## src/rtl/mmio_decoder_pkg.sv

```systemverilog
package mmio_decoder_pkg;

  typedef enum logic [1:0] {
    REG_STATUS = 2'd0,
    REG_CTRL   = 2'd1,
    REG_DATA   = 2'd2,
    REG_NONE   = 2'd3
  } ioreg_e;

  typedef struct packed {
    logic       romSel;
    logic       ramSel;
    logic       ioSel;
    logic       err;
    ioreg_e     regSel;
    logic       regWr;
    logic [3:0] laneWr;
  } strobe_t;

endpackage

```

## src/rtl/mmio_decoder_ctrl.sv

```systemverilog
module mmio_decoder_ctrl
  import mmio_decoder_pkg::*;
#(
  parameter int ADDR_W    = 32,
  parameter int DATA_W    = 32,
  parameter int ROM_BYTES = 65536,
  parameter int IO_BYTES  = 65536
) (
  input  logic              clk,
  input  logic              rstN,
  input  logic              reqValid,
  input  logic              reqWrite,
  input  logic [ADDR_W-1:0] reqAddr,
  input  logic [3:0]        reqByteEn,
  output strobe_t           strb
);

  localparam int LANES    = DATA_W / 8;
  localparam int LANE_W   = $clog2(LANES);
  localparam int IO_OFF_W = $clog2(IO_BYTES);
  localparam int IDX_W    = IO_OFF_W - LANE_W;
  localparam int IO_REGS  = 3;
  localparam logic [ADDR_W-1:0] ROM_LIMIT = ADDR_W'(ROM_BYTES);
  localparam logic [ADDR_W-1:0] IO_BASE   = ~(ADDR_W'(IO_BYTES) - ADDR_W'(1));

  logic [LANE_W-1:0] laneAddr;
  logic [LANES-1:0]  laneHit;
  logic [IDX_W-1:0]  regIdx;
  logic inRom, inIo, inRam;
  logic fullOk, singleOk, enOk, regKnown, romStore, accErr, go;
  ioreg_e regSel;

  assign laneAddr = reqAddr[LANE_W-1:0];
  assign regIdx   = reqAddr[IO_OFF_W-1:LANE_W];

  for (genvar i = 0; i < LANES; i++) begin : g_lane
    assign laneHit[i] = (laneAddr == LANE_W'(i));
  end

  assign inRom = (reqAddr < ROM_LIMIT);
  assign inIo  = (reqAddr >= IO_BASE);
  assign inRam = !inRom && !inIo;

  assign fullOk   = (&reqByteEn) && (laneAddr == '0);
  assign singleOk = (reqByteEn == laneHit);
  assign enOk     = fullOk || singleOk;

  assign regKnown = (regIdx < IDX_W'(IO_REGS));
  assign romStore = reqWrite && inRom;
  assign accErr   = !enOk || romStore || (inIo && !regKnown);
  assign go       = reqValid && !accErr;

  always_comb begin
    case (regIdx)
      IDX_W'(0): regSel = REG_STATUS;
      IDX_W'(1): regSel = REG_CTRL;
      IDX_W'(2): regSel = REG_DATA;
      default:   regSel = REG_NONE;
    endcase
  end

  always_comb begin
    strb        = '0;
    strb.err    = reqValid && accErr;
    strb.romSel = go && inRom;
    strb.ramSel = go && inRam;
    strb.ioSel  = go && inIo;
    strb.regSel = inIo ? regSel : REG_NONE;
    strb.regWr  = go && inIo && reqWrite;
    strb.laneWr = (go && inIo && reqWrite) ? reqByteEn : 4'b0000;
  end

  // never more than one target selected
  a_r3_one_target: assert property (@(posedge clk) disable iff (!rstN)
    $onehot0({strb.romSel, strb.ramSel, strb.ioSel}));

  // a store into the ROM range is refused
  a_r4_rom_store_err: assert property (@(posedge clk) disable iff (!rstN)
    (reqValid && reqWrite && reqAddr < ROM_LIMIT) |-> (strb.err && !strb.romSel));

  // enable patterns with two or three lanes, or none, are always errors
  a_r5_bad_enable: assert property (@(posedge clk) disable iff (!rstN)
    (reqValid && $countones(reqByteEn) != 1 && $countones(reqByteEn) != LANES) |-> strb.err);

  // the window select only reaches the three implemented registers
  a_r11_mapped_only: assert property (@(posedge clk) disable iff (!rstN)
    strb.ioSel |-> (reqAddr[IO_OFF_W-1:LANE_W] < IDX_W'(IO_REGS)));

  // no error without a request
  a_r6_err_needs_req: assert property (@(posedge clk) disable iff (!rstN)
    !reqValid |-> (!strb.err && !strb.romSel && !strb.ramSel && !strb.ioSel));

endmodule

```

## src/rtl/mmio_decoder_dp.sv

```systemverilog
module mmio_decoder_dp
  import mmio_decoder_pkg::*;
#(
  parameter int DATA_W    = 32,
  parameter int CTRL_RW_W = 8
) (
  input  logic                 clk,
  input  logic                 rstN,
  input  strobe_t              strb,
  input  logic [DATA_W-1:0]    reqWdata,
  input  logic [DATA_W-1:0]    romRdata,
  input  logic [DATA_W-1:0]    ramRdata,
  input  logic                 devBusy,
  input  logic                 devReady,
  output logic [DATA_W-1:0]    rspRdata,
  output logic [CTRL_RW_W-1:0] ctrlOut,
  output logic                 ctrlKick,
  output logic [DATA_W-1:0]    dataOut
);

  localparam int LANES = DATA_W / 8;

  logic [1:0]           statusQ;
  logic [CTRL_RW_W-1:0] ctrlQ;
  logic                 kickQ;
  logic [DATA_W-1:0]    dataQ;
  logic [DATA_W-1:0]    regRd;
  logic                 ctrlWr, dataWr;

  assign ctrlWr = strb.regWr && (strb.regSel == REG_CTRL);
  assign dataWr = strb.regWr && (strb.regSel == REG_DATA);

  always_ff @(posedge clk or negedge rstN) begin
    if (!rstN) begin
      statusQ <= '0;
      ctrlQ   <= '0;
      kickQ   <= 1'b0;
    end else begin
      statusQ <= {devReady, devBusy};
      if (ctrlWr && strb.laneWr[0]) ctrlQ <= reqWdata[CTRL_RW_W-1:0];
      kickQ <= ctrlWr && strb.laneWr[LANES-1] && reqWdata[DATA_W-1];
    end
  end

  for (genvar i = 0; i < LANES; i++) begin : g_dlane
    logic [7:0] laneQ;
    always_ff @(posedge clk or negedge rstN) begin
      if (!rstN) laneQ <= '0;
      else if (dataWr && strb.laneWr[i]) laneQ <= reqWdata[8*i +: 8];
    end
    assign dataQ[8*i +: 8] = laneQ;
  end

  always_comb begin
    case (strb.regSel)
      REG_STATUS: regRd = {{(DATA_W-2){1'b0}}, statusQ};
      REG_CTRL:   regRd = DATA_W'(ctrlQ);
      REG_DATA:   regRd = dataQ;
      default:    regRd = '0;
    endcase
  end

  always_comb begin
    if (strb.romSel)      rspRdata = romRdata;
    else if (strb.ramSel) rspRdata = ramRdata;
    else if (strb.ioSel)  rspRdata = regRd;
    else                  rspRdata = '0;
  end

  assign ctrlOut  = ctrlQ;
  assign ctrlKick = kickQ;
  assign dataOut  = dataQ;

  // an errored access returns zero
  a_r6_err_reads_zero: assert property (@(posedge clk) disable iff (!rstN)
    strb.err |-> (rspRdata == '0));

  // status follows the device flags one edge late
  a_r7_status_follows: assert property (@(posedge clk) disable iff (!rstN)
    1'b1 |=> (statusQ == $past({devReady, devBusy})));

  // registers hold without an accepted store
  a_r8_hold_no_write: assert property (@(posedge clk) disable iff (!rstN)
    !strb.regWr |=> ($stable(ctrlQ) && $stable(dataQ)));

  // a kick pulse always follows an accepted window store
  a_r9_kick_after_store: assert property (@(posedge clk) disable iff (!rstN)
    kickQ |-> $past(strb.regWr));

endmodule

```

## src/rtl/mmio_decoder.sv

```systemverilog
module mmio_decoder
  import mmio_decoder_pkg::*;
#(
  parameter int ADDR_W    = 32,
  parameter int DATA_W    = 32,
  parameter int ROM_BYTES = 65536,
  parameter int IO_BYTES  = 65536,
  parameter int CTRL_RW_W = 8
) (
  input  logic                 clk,
  input  logic                 rstN,
  input  logic                 reqValid,
  input  logic                 reqWrite,
  input  logic [ADDR_W-1:0]    reqAddr,
  input  logic [3:0]           reqByteEn,
  input  logic [DATA_W-1:0]    reqWdata,
  input  logic [DATA_W-1:0]    romRdata,
  input  logic [DATA_W-1:0]    ramRdata,
  input  logic                 devBusy,
  input  logic                 devReady,
  output logic                 romSel,
  output logic                 ramSel,
  output logic                 ioSel,
  output logic                 rspErr,
  output logic [DATA_W-1:0]    rspRdata,
  output logic [CTRL_RW_W-1:0] ctrlOut,
  output logic                 ctrlKick,
  output logic [DATA_W-1:0]    dataOut
);

  strobe_t strb;

  mmio_decoder_ctrl #(
    .ADDR_W(ADDR_W), .DATA_W(DATA_W), .ROM_BYTES(ROM_BYTES), .IO_BYTES(IO_BYTES)
  ) ctrl_i (
    .clk(clk), .rstN(rstN), .reqValid(reqValid), .reqWrite(reqWrite),
    .reqAddr(reqAddr), .reqByteEn(reqByteEn), .strb(strb)
  );

  mmio_decoder_dp #(
    .DATA_W(DATA_W), .CTRL_RW_W(CTRL_RW_W)
  ) dp_i (
    .clk(clk), .rstN(rstN), .strb(strb), .reqWdata(reqWdata),
    .romRdata(romRdata), .ramRdata(ramRdata), .devBusy(devBusy), .devReady(devReady),
    .rspRdata(rspRdata), .ctrlOut(ctrlOut), .ctrlKick(ctrlKick), .dataOut(dataOut)
  );

  assign romSel = strb.romSel;
  assign ramSel = strb.ramSel;
  assign ioSel  = strb.ioSel;
  assign rspErr = strb.err;

endmodule

```

## config.mk

```make
export PLATFORM = sky130hd
export DESIGN_NAME = mmio_decoder
export DESIGN_NICKNAME = d
export VERILOG_FILES = /design/src/rtl/mmio_decoder_pkg.sv /design/src/rtl/mmio_decoder_ctrl.sv /design/src/rtl/mmio_decoder_dp.sv /design/src/rtl/mmio_decoder.sv
export SDC_FILE = /design/constraint.sdc
export NUM_CORES = 1
export LEC_CHECK = 0
export ABC_AREA = 1
export CORE_MARGIN = 2
export CORE_UTILIZATION = 38
export CTS_BUF_LIST = sky130_fd_sc_hd__clkbuf_4 sky130_fd_sc_hd__clkbuf_8
export DETAILED_ROUTE_END_ITERATION = 10
export PLACE_DENSITY = 0.88
export SLEW_MARGIN = 20
export SYNTH_ARGS = -nofsm -noshare
export SYNTH_HDL_FRONTEND = slang
export SYNTH_SLANG_ARGS = --single-unit
```

## constraint.sdc

```tcl
create_clock -name clk -period 5.24 [get_ports clk]
set_input_delay 1.572 -clock clk [delete_from_list [all_inputs] [get_ports clk]]
set_output_delay 1.572 -clock clk [all_outputs]
set_load 0.02 [all_outputs]
```

==> metrics.txt, run 1 <==
CP max FO=4; status=finished, violations left; vias per inst=4.94; via count=3,938; Worst R2R Setup Slack=4500 ps; Final setup viols=7; Post-Synthesis Cells=450; FFs w/ async S/R, synth=100%; HPWL Detailed=8860 um; crit path DAT=3720 ps; Post-synth EDFFs=0; failing checks=negative setup slack; Clock Sink Count=43; Pwr Density=136 mW/mm^2; layout net count=about 840; Routed Antenna Nets=0; Hold Crit Class=reg2reg; port bufs=214; vias in the first global route=3,773; max-slew violations=0; top cell type's share of synthesized area=36.9%; Synth area leader=dfrtp_1; fmax=189 MHz; clk_lat worst skew=290 ps; DR WL met2=6180 um; syn_area_per_cell=6.48 sq um; full die area=0.00839 sq mm; Area Growth Syn to Fin=92.1%; Post-DP Area=0.00530 sq mm; synthesized area=0.00292 sq mm; skew final=0 ps; initial antenna violation count=0; sequential-to-total area share from yosys stat=36.9%; CTS buffer count=5; core footprint=0.00733 sq mm; DRC=0; post-synth cell types=20; CP required=3670 ps; part of the cycle the worst path needs=101%; min Tclk post-route=~5300 ps; CTS tree=done; global-route wire length before repair=17,900 um; Net Count, Synth=roughly 590; Met1 Wirelength=4530 um; I/O pin total=215; row count=31; layout cells sized above 1=between 10% and 20%; maximum vdd drop=0.106 mV; synth top area cells=dfrtp_1 37%, nand2_1 22%, nand3_1 12%; Top Layer Used=met4; CP Class=in2out; most common cell in the netlist=nand2_1; clk buf depth=2; Synth Register Bits=43; GRT Util Overall=26.4%; most frequent cells after synthesis=174 x nand2_1, 72 x nand3_1, 46 x inv_1; Critical Path End Type=output pin; ANT cells=0; DR iter-0 viols=126; clock transition at the registers of the reported paths=80 ps; LEAKAGE=2.71 nW; setup ws final=-50.2 ps; CTS H-tree depth=2; worst slew pin tran=950 ps; max_cap viols=0; Post-Route WL=11,800 um; Die Span Y=~92 um; wire length per cell=14.9 um; Starting Density=39.8%; Slew HR=36.6%; dpl ws=-434 ps; GP Congestion=approximately 0.85; Initial DRT Pass Iterations=6; total gr overflow=0; wire length on met3=826 um; final hold violation count=0; DIE WIDTH=between 90 and 100 um; critical path launch point type=primary input; clk root buf=clkbuf_8; largest net degree at the start of global routing=between 40 and 50; design area=about 0.0056 sq mm; Top FF cell, synth=dfrtp_1; Yosys warning count=0
[worst max-delay path, stage by stage]
cell	delay [ps]
clkdlybuf4s50_1	440
nor2_2	160
nand2_1	90
nor2_2	120
nand2_2	90
nand2_1	100
nand2_1	70
inv_2	80
nand3_4	140
buf_4	170
buf_4	120
buf_4	120
nor2_1	80
dlygate4sd2_1	360
[state kept, by name (all words and copies together), names as in the netlist]
signal / cells
dp_i.ctrlKick: 1
dp_i.ctrlOut: 8
dp_i.g_dlane.laneQ: 32
dp_i.statusQ: 2
[placed cells by master (no fill, tap or decap), drive strengths merged]
master         count
clkbuf            23
clkinvlp           1
clkdlybuf4s50    171
nor3               6
dlygate4sd2        3
nand2            174
dlymetal6s2s       7
nand3             78
nand4              3
nor2              39
dfrtp             43
inv               47
buf               60
a21boi             1
o21ai             40
o21bai             1
bufinv             1
[final timing paths]
check / end / startpoint / cells after the start
min in group asynchronous: dp_i.g_dlane[0].laneQ[7]$_DFFE_PN0P_ / rstN / 1
min reg2reg: dp_i.g_dlane[1].laneQ[7]$_DFFE_PN0P_ / dp_i.g_dlane[1].laneQ[7]$_DFFE_PN0P_ / 2
max: ioSel / reqAddr[7] / 14
min: dp_i.g_dlane[1].laneQ[7]$_DFFE_PN0P_ / dp_i.g_dlane[1].laneQ[7]$_DFFE_PN0P_ / 2
max reg2reg: dp_i.g_dlane[3].laneQ[7]$_DFFE_PN0P_ / dp_i.g_dlane[3].laneQ[7]$_DFFE_PN0P_ / 4
max in group asynchronous: dp_i.g_dlane[2].laneQ[6]$_DFFE_PN0P_ / rstN / 1
[power by group]
| group | leakage (nW) | total (W) | switching [W] | internal [W] |
|---|---|---|---|---|
| Clock | 0.0502 | 0.000255 | 0.000115 | 0.000139 |
| Sequential | 0.591 | 0.000332 | 0.000000204 | 0.000332 |
| Combinational | 2.07 | 0.000174 | 0.0000619 | 0.000112 |
[kinds of logic after synthesis]
family,Yosys count,share of synthesized area [%]
AOI/OAI and AO/OA,42,8.15
DFF,43,36.9
and+or+nand+nor,300,45.5
buffers and inverters,65,9.49
[what timing repair did]
item	CTS	global route
setup buffers	0	14
gates cloned	0	2
hold buffers	0	0
endpoints found under the setup margin	35	35
endpoints found under the hold margin	0	0
resized for setup	75	95
pin swaps	0	15
[stage by stage]
stage               setup TNS [ps]  cells  util [%]  hold slack [ps]  total power [W]
finish                        -111    797      76.4              524         0.000761
CTS                          -45.8    781      74.2              528         0.000758
global placement             -8450    774      72.2              500         0.000503
detailed placement          -11060    774      72.2              507         0.000508
global route                 -2540    797      76.4              552         0.000790
floorplan                        0    450         -              610         0.000372
[layer usage]
metal	vias to the layer above	global-route usage [%]
li1	1928	-
met1	1795	31.7
met2	185	47.3
met3	30	4.98
met4	0	8.21
met5	-	0
[area by class of cell]
type	instances	area, sq um
Multi-Input combinational cell	342	1650
Clock inverter	2	37.5
Sequential cell	43	1080
Fill cell	531	1730
Timing Repair Buffer	259	2460
Inverter	47	176
Tap cell	99	124
Clock buffer	5	68.8
No activity file was read; power rests on OpenSTA's default activity.
==> run 2, diff against run 1 <==
--- a/config.mk
+++ b/config.mk
@@ -6,6 +6,7 @@
 export NUM_CORES = 1
 export LEC_CHECK = 0
 export ABC_AREA = 1
+export CORE_ASPECT_RATIO = 0.5
 export CORE_MARGIN = 2
 export CORE_UTILIZATION = 38
 export CTS_BUF_LIST = sky130_fd_sc_hd__clkbuf_4 sky130_fd_sc_hd__clkbuf_8
==> metrics.txt, run 2 (synthesis gave the netlist of run 1 again) <==
Largest register FFs=32 (unchanged); core footprint=0.00738 sq mm (+0.63%); most flop-heavy register=dp_i.g_dlane.laneQ; clock transition at the registers of the reported paths=100 ps (+20 ps); dpl cells=773 (-0.13%); Routed Antenna Nets=0 (unchanged); Clock Sink Count=43 (unchanged); most used cell, CP=nand2_1; # fillers=525 (-1.1%); GP Congestion=0.857 (+1.3%); Worst R2R Setup Slack=4450 ps (-50 ps); maximum vdd drop=0.140 mV (+33%); Slew HR=35.4% (-1.3 points); total gr overflow=0 (unchanged); Die Span Y=65.9 um (-28%); hold path cells=2 (unchanged); worst slew pin tran=969 ps (+18.8 ps); DR iter-0 viols=309 (+150%); CTS buffer count=5 (unchanged); Hold Crit Class=reg2reg; Worst R2R Start=dp_i.g_dlane[3].laneQ[7]$_DFFE_PN0P_; clk_lat worst skew=290 ps (about the same); row count=22 (-29%); critical path launch point type=primary input; CP required=3670 ps (about the same); most frequent cells in the layout=173 x nand2_1, 161 x clkdlybuf4s50_1, 69 x nand3_1; setup ws final=51.2 ps (+101 ps); RSZ-0062 raised after global routing=true; commonest non-fill, non-tap cell in the layout=nand2_1; part of the cycle the worst path needs=99.0% (-1.9 points); Initial DRT Pass Iterations=5 (-1); Starting Density=39.5% (-0.25 points); fmax=193 MHz (+2.0%); Critical Path, Cell by Cell=clkdlybuf4s50_1, nand2_1, inv_1, nor2_2, nand2_2, buf_4, nor3_1, buf_4, nor2_1, buf_4, nand2_1, nand2_1, nand2_1, nand3_1, buf_2; Post-Route WL=12,100 um (+2.5%); R2R depth=4 (unchanged); DRC=0 (unchanged); max_cap viols=0 (unchanged); initial antenna violation count=0 (unchanged); Critical R2R Capture=dp_i.g_dlane[3].laneQ[7]$_DFFE_PN0P_; non-filler cells, final=788 (-1.1%); layout net count=829 (-0.84%); vias per inst=5.03 (+1.9%); full die area=0.00843 sq mm (+0.51%); Critical Path End Type=output pin; CP peak stage delay=470 ps (+30 ps); min Tclk post-route=5190 ps (-101 ps); CTS H-tree depth=2 (unchanged); clk root buf=clkbuf_8; LEAKAGE=2.75 nW (+1.7%); I/O pin total=215 (unchanged); final hold violation count=0 (unchanged); CTS tree=done; status=finished clean; hold path endpoint=dp_i.g_dlane[1].laneQ[6]$_DFFE_PN0P_; port bufs=214 (unchanged); HPWL Detailed=8890 um (+0.26%); Pwr Density=139 mW/mm^2 (+2.7%); CP max FO=6 (+2); hold path start=dp_i.g_dlane[1].laneQ[6]$_DFFE_PN0P_; largest net degree at the start of global routing=44 (unchanged); Slowest-stage cell, CP=clkdlybuf4s50_1; fin util=75.2% (-1.3 points); hold_buf cts=0 (unchanged); hold slack=525 ps (+0.408 ps); max-slew violations=0 (unchanged); ANT cells=0 (unchanged); layout cells sized above 1=16.2% (-1.9 points); vias in the first global route=3,628 (-3.8%); DIE WIDTH=128 um (+40%); GRT Util Overall=25.9% (-0.53 points); CP Class=in2out; via count=3,966 (+0.71%); clk buf depth=2 (unchanged); global-route wire length before repair=17,300 um (-2.9%); skew final=0 ps (unchanged); Area Growth Syn to Fin=90.2%; crit path DAT=3620 ps (-100 ps); Final setup viols=0 (-7); wire length per cell=15.4 um (+3.6%); dpl ws=-335 ps (+98.7 ps); total power=0.000773 W (+1.6%)
[run 2: where the power goes]
group | leakage (nW) | switching, W | internal, W
combinational | 2.11 | 0.0000601 | 0.000109
clock | 0.0548 | 0.000128 | 0.000144
sequential | 0.591 | 0.000000224 | 0.000332
[run 2: final cells by class]
type / count / area, sq um / area share (%)
clock buffers: 5 / 68.8 / 1.24
clock inverters: 3 / 46.3 / 0.835
flip-flops and latches: 43 / 1080 / 19.4
inverters: 47 / 176 / 3.18
multi-input cells: 342 / 1630 / 29.4
well taps: 96 / 120 / 2.17
repair buffers: 252 / 2420 / 43.7
[run 2: metal layers]
| layer | vias to the layer above | GRT usage (%) | wire (um) |
|---|---|---|---|
| met5 | - | 0 | 0 |
| met4 | 0 | 6.73 | 273 |
| met3 | 43 | 4.94 | 704 |
| met2 | 162 | 47.2 | 6190 |
| met1 | 1851 | 31.8 | 4960 |
| li1 | 1910 | - | - |
[run 2: per-stage QoR]
stage                     instance area (sq um)  setup TNS, ps
final                                      5540              0
after global routing                       5540           -318
after CTS                                  5430         -0.656
after detailed placement                   5330          -9530
after global placement                     5330          -7370
after floorplan                            2920              0
[run 2: worst max path at each step]
stage	to	cells past startpoint	slack [ps]	startpoint
final	rspRdata[6]	15	50	reqAddr[3]
after global routing	rspRdata[6]	15	-70	reqAddr[3]
after CTS	rspRdata[28]	13	-0.7	reqAddr[0]
after detailed placement	rspRdata[30]	14	-340	reqAddr[7]
after global placement	rspRdata[12]	13	-260	reqAddr[0]
after floorplan	rspRdata[22]	12	650	reqAddr[8]
[run 2: timing repair]
item	in CTS	in global routing
buffers inserted	0	5
resized for setup	49	102
endpoints found under the setup margin	35	34
pin swaps	0	11
gates cloned	0	2
[run 2: critical path, delay by kind of cell]
family	cells	cell delay [ps]
buffers and inverters	6	1180
and+or+nand+nor	9	870
==> run 3, diff against run 2 <==
--- a/config.mk
+++ b/config.mk
@@ -8,10 +8,11 @@
 export ABC_AREA = 1
 export CORE_ASPECT_RATIO = 0.5
 export CORE_MARGIN = 2
-export CORE_UTILIZATION = 38
+export CORE_UTILIZATION = 54
 export CTS_BUF_LIST = sky130_fd_sc_hd__clkbuf_4 sky130_fd_sc_hd__clkbuf_8
 export DETAILED_ROUTE_END_ITERATION = 10
-export PLACE_DENSITY = 0.88
+export DONT_BUFFER_PORTS = 1
+export PLACE_DENSITY = 0.69
 export SLEW_MARGIN = 20
 export SYNTH_ARGS = -nofsm -noshare
 export SYNTH_HDL_FRONTEND = slang
==> constraint.sdc (replaced) <==
create_clock -name clk -period 5.5 [get_ports clk]
set_input_delay 1.65 -clock clk [delete_from_list [all_inputs] [get_ports clk]]
set_output_delay 1.65 -clock clk [all_outputs]
set_load 0.02 [all_outputs]
==> metrics.txt, run 3 (synthesis gave the netlist of run 1 again) <==
status=finished clean; worst slew pin tran=711 ps (-258 ps); CP max FO=27 (+21); DR iter-0 viols=193 (-38%); skew final=0 ps (unchanged); largest net degree at the start of global routing=44 (unchanged); Buf/Inv on CP=2 (-4); global-route wire length before repair=12,800 um (-26%); Area Growth Syn to Fin=4.25%; layout cells sized above 1=7.85% (-8.3 points); via count=2,882 (-27%); total gr overflow=0 (unchanged); Post-CTS Resized=0 (-100%); I/O pin total=215 (unchanged); max-slew violations=0 (unchanged); Final setup viols=0 (unchanged); critical path launch point type=primary input; Slew HR=52.2% (+17 points); setup TNS=0 ps (unchanged); Worst R2R Start=dp_i.g_dlane[2].laneQ[5]$_DFFE_PN0P_; layout net count=583 (-30%); GP Congestion=0.838 (-2.3%); LEAKAGE=1.53 nW (-45%); CP required=3850 ps (+180 ps); met1 Usage GRT=30.6% (-1.2 points); commonest non-fill, non-tap cell in the layout=nand2_1; Clock Sink Count=43 (unchanged); hold slack=662 ps (+137 ps); Starting Density=57.5% (+18 points); port bufs=0 (-100%); clk_lat worst skew=300 ps (about the same); clk root buf=clkbuf_8; R2R depth=2 (-2); crit path DAT=3320 ps (-300 ps); RSZ-0062 raised after global routing=false; Hold Crit Class=reg2reg; clk buf depth=2 (unchanged); row count=18 (-18%); hold_buf cts=0 (unchanged); number of cells on the critical path=12 (-3); Critical Path, Cell by Cell=nor2_1, nand2_1, nor2_1, nand2_1, nand2_1, nand2_1, inv_2, nand3_4, nor2_2, buf_4, nand2_1, nand3_1; hold path cells=2 (unchanged); hold path start=dp_i.g_dlane[3].laneQ[2]$_DFFE_PN0P_; footprint of the multi-input gates=0.00157 sq mm (-4.1%); Slowest-stage cell, CP=buf_4; Routed Antenna Nets=0 (unchanged); hold path endpoint=dp_i.g_dlane[3].laneQ[2]$_DFFE_PN0P_; GRT Util Overall=27.3% (+1.5 points); clock transition at the registers of the reported paths=80 ps (-20 ps); CP peak stage delay=330 ps (-140 ps); Setup Buffers After CTS=0 (unchanged); # fillers=496 (-5.5%); CTS buffer count=5 (unchanged); DIE WIDTH=108 um (-16%); DRC=0 (unchanged); most frequent cells in the layout=174 x nand2_1, 72 x nand3_1, 46 x inv_1; most used cell, CP=nand2_1; maximum vdd drop=0.133 mV (-5.4%); max_cap viols=0 (unchanged); Reg area=0.00108 sq mm (unchanged); wire length per cell=15.8 um (+2.6%); met2 GRT Util=46.8% (-0.38 points); full die area=0.00604 sq mm (-28%); Post-Route WL=8150 um (-33%); Critical R2R Capture=dp_i.g_dlane[2].laneQ[5]$_DFFE_PN0P_; met3 GRT Util=11.7% (+6.8 points); vias per inst=5.59 (+11%); critical path launch point=reqAddr[8]; initial antenna violation count=0 (unchanged); ANT cells=0 (unchanged); HPWL Detailed=6410 um (-28%); min Tclk post-route=4970 ps; vias in the first global route=2,718 (-25%); part of the cycle the worst path needs=90.4%; most flop-heavy register=dp_i.g_dlane.laneQ; fmax=around 200 MHz; GRT Max-Usage Layer=met2; Worst R2R Setup Slack=4670 ps (+220 ps); Initial DRT Pass Iterations=4 (-1); CTS tree=done; Top delay family on crit path=simple AND/OR/NAND/NOR gates; Critical Path End Type=output pin; CTS H-tree depth=2 (unchanged); CP Class=in2out; Largest register FFs=32 (unchanged); core footprint=0.00507 sq mm (-31%); Die Span Y=56.0 um (-15%); final hold violation count=0 (unchanged); Pwr Density=183 mW/mm^2 (+32%)
-- run 3: through the flow --
step | area [sq um] | setup WS [ps] | utilization, % | total power, W | instances
finish | 3040 | 526 | 60.0 | 0.000557 | 516
global route | 3040 | 335 | 60.0 | 0.000584 | 516
CTS | 3040 | 538 | 60.0 | 0.000563 | 516
detailed placement | 2950 | 540 | 58.2 | 0.000359 | 508
global placement | 2950 | 601 | 58.2 | 0.000357 | 508
floorplan | 2920 | 752 | - | 0.000355 | 450
-- run 3: tightest hold or removal path: cells and delay by family (launching register included) --
family	cells	cell delay [ps]
AO/OA/AOI/OAI	1	50
flip-flops	1	480
AND/OR/NAND/NOR	1	100
-- run 3: worst max-delay path by stage --
stage	slack, ps	endpoint
2_1_floorplan	750	rspRdata[22]
3_3_place_gp	600	rspRdata[17]
3_5_place_dp	540	rspRdata[28]
4_1_cts	540	rspRdata[28]
5_1_grt	330	rspRdata[20]
6_report	530	rspRdata[28]
-- run 3: routing by layer --
layer  wire [um]  share of wire [%]
met1        3120                 38
met2        4080                 50
met3         866                 11
met4          82                1.0
met5           0                  0
-- run 3: where the power goes --
group	internal [W]	switching [W]
Combinational	0.0000106	0.0000249
Clock	0.0000938	0.000111
Sequential	0.000317	0.000000238
Total	0.000421	0.000136
-- run 3: layout make-up --
type                       instances  share of cell area (%)
inverter                          47                    5.80
clock inverter                     2                   0.412
tap                               70                    2.88
clock buffer                       6                    2.51
timing repair buffer               6                    1.48
multi-input combinational        342                    51.5
sequential                        43                    35.4
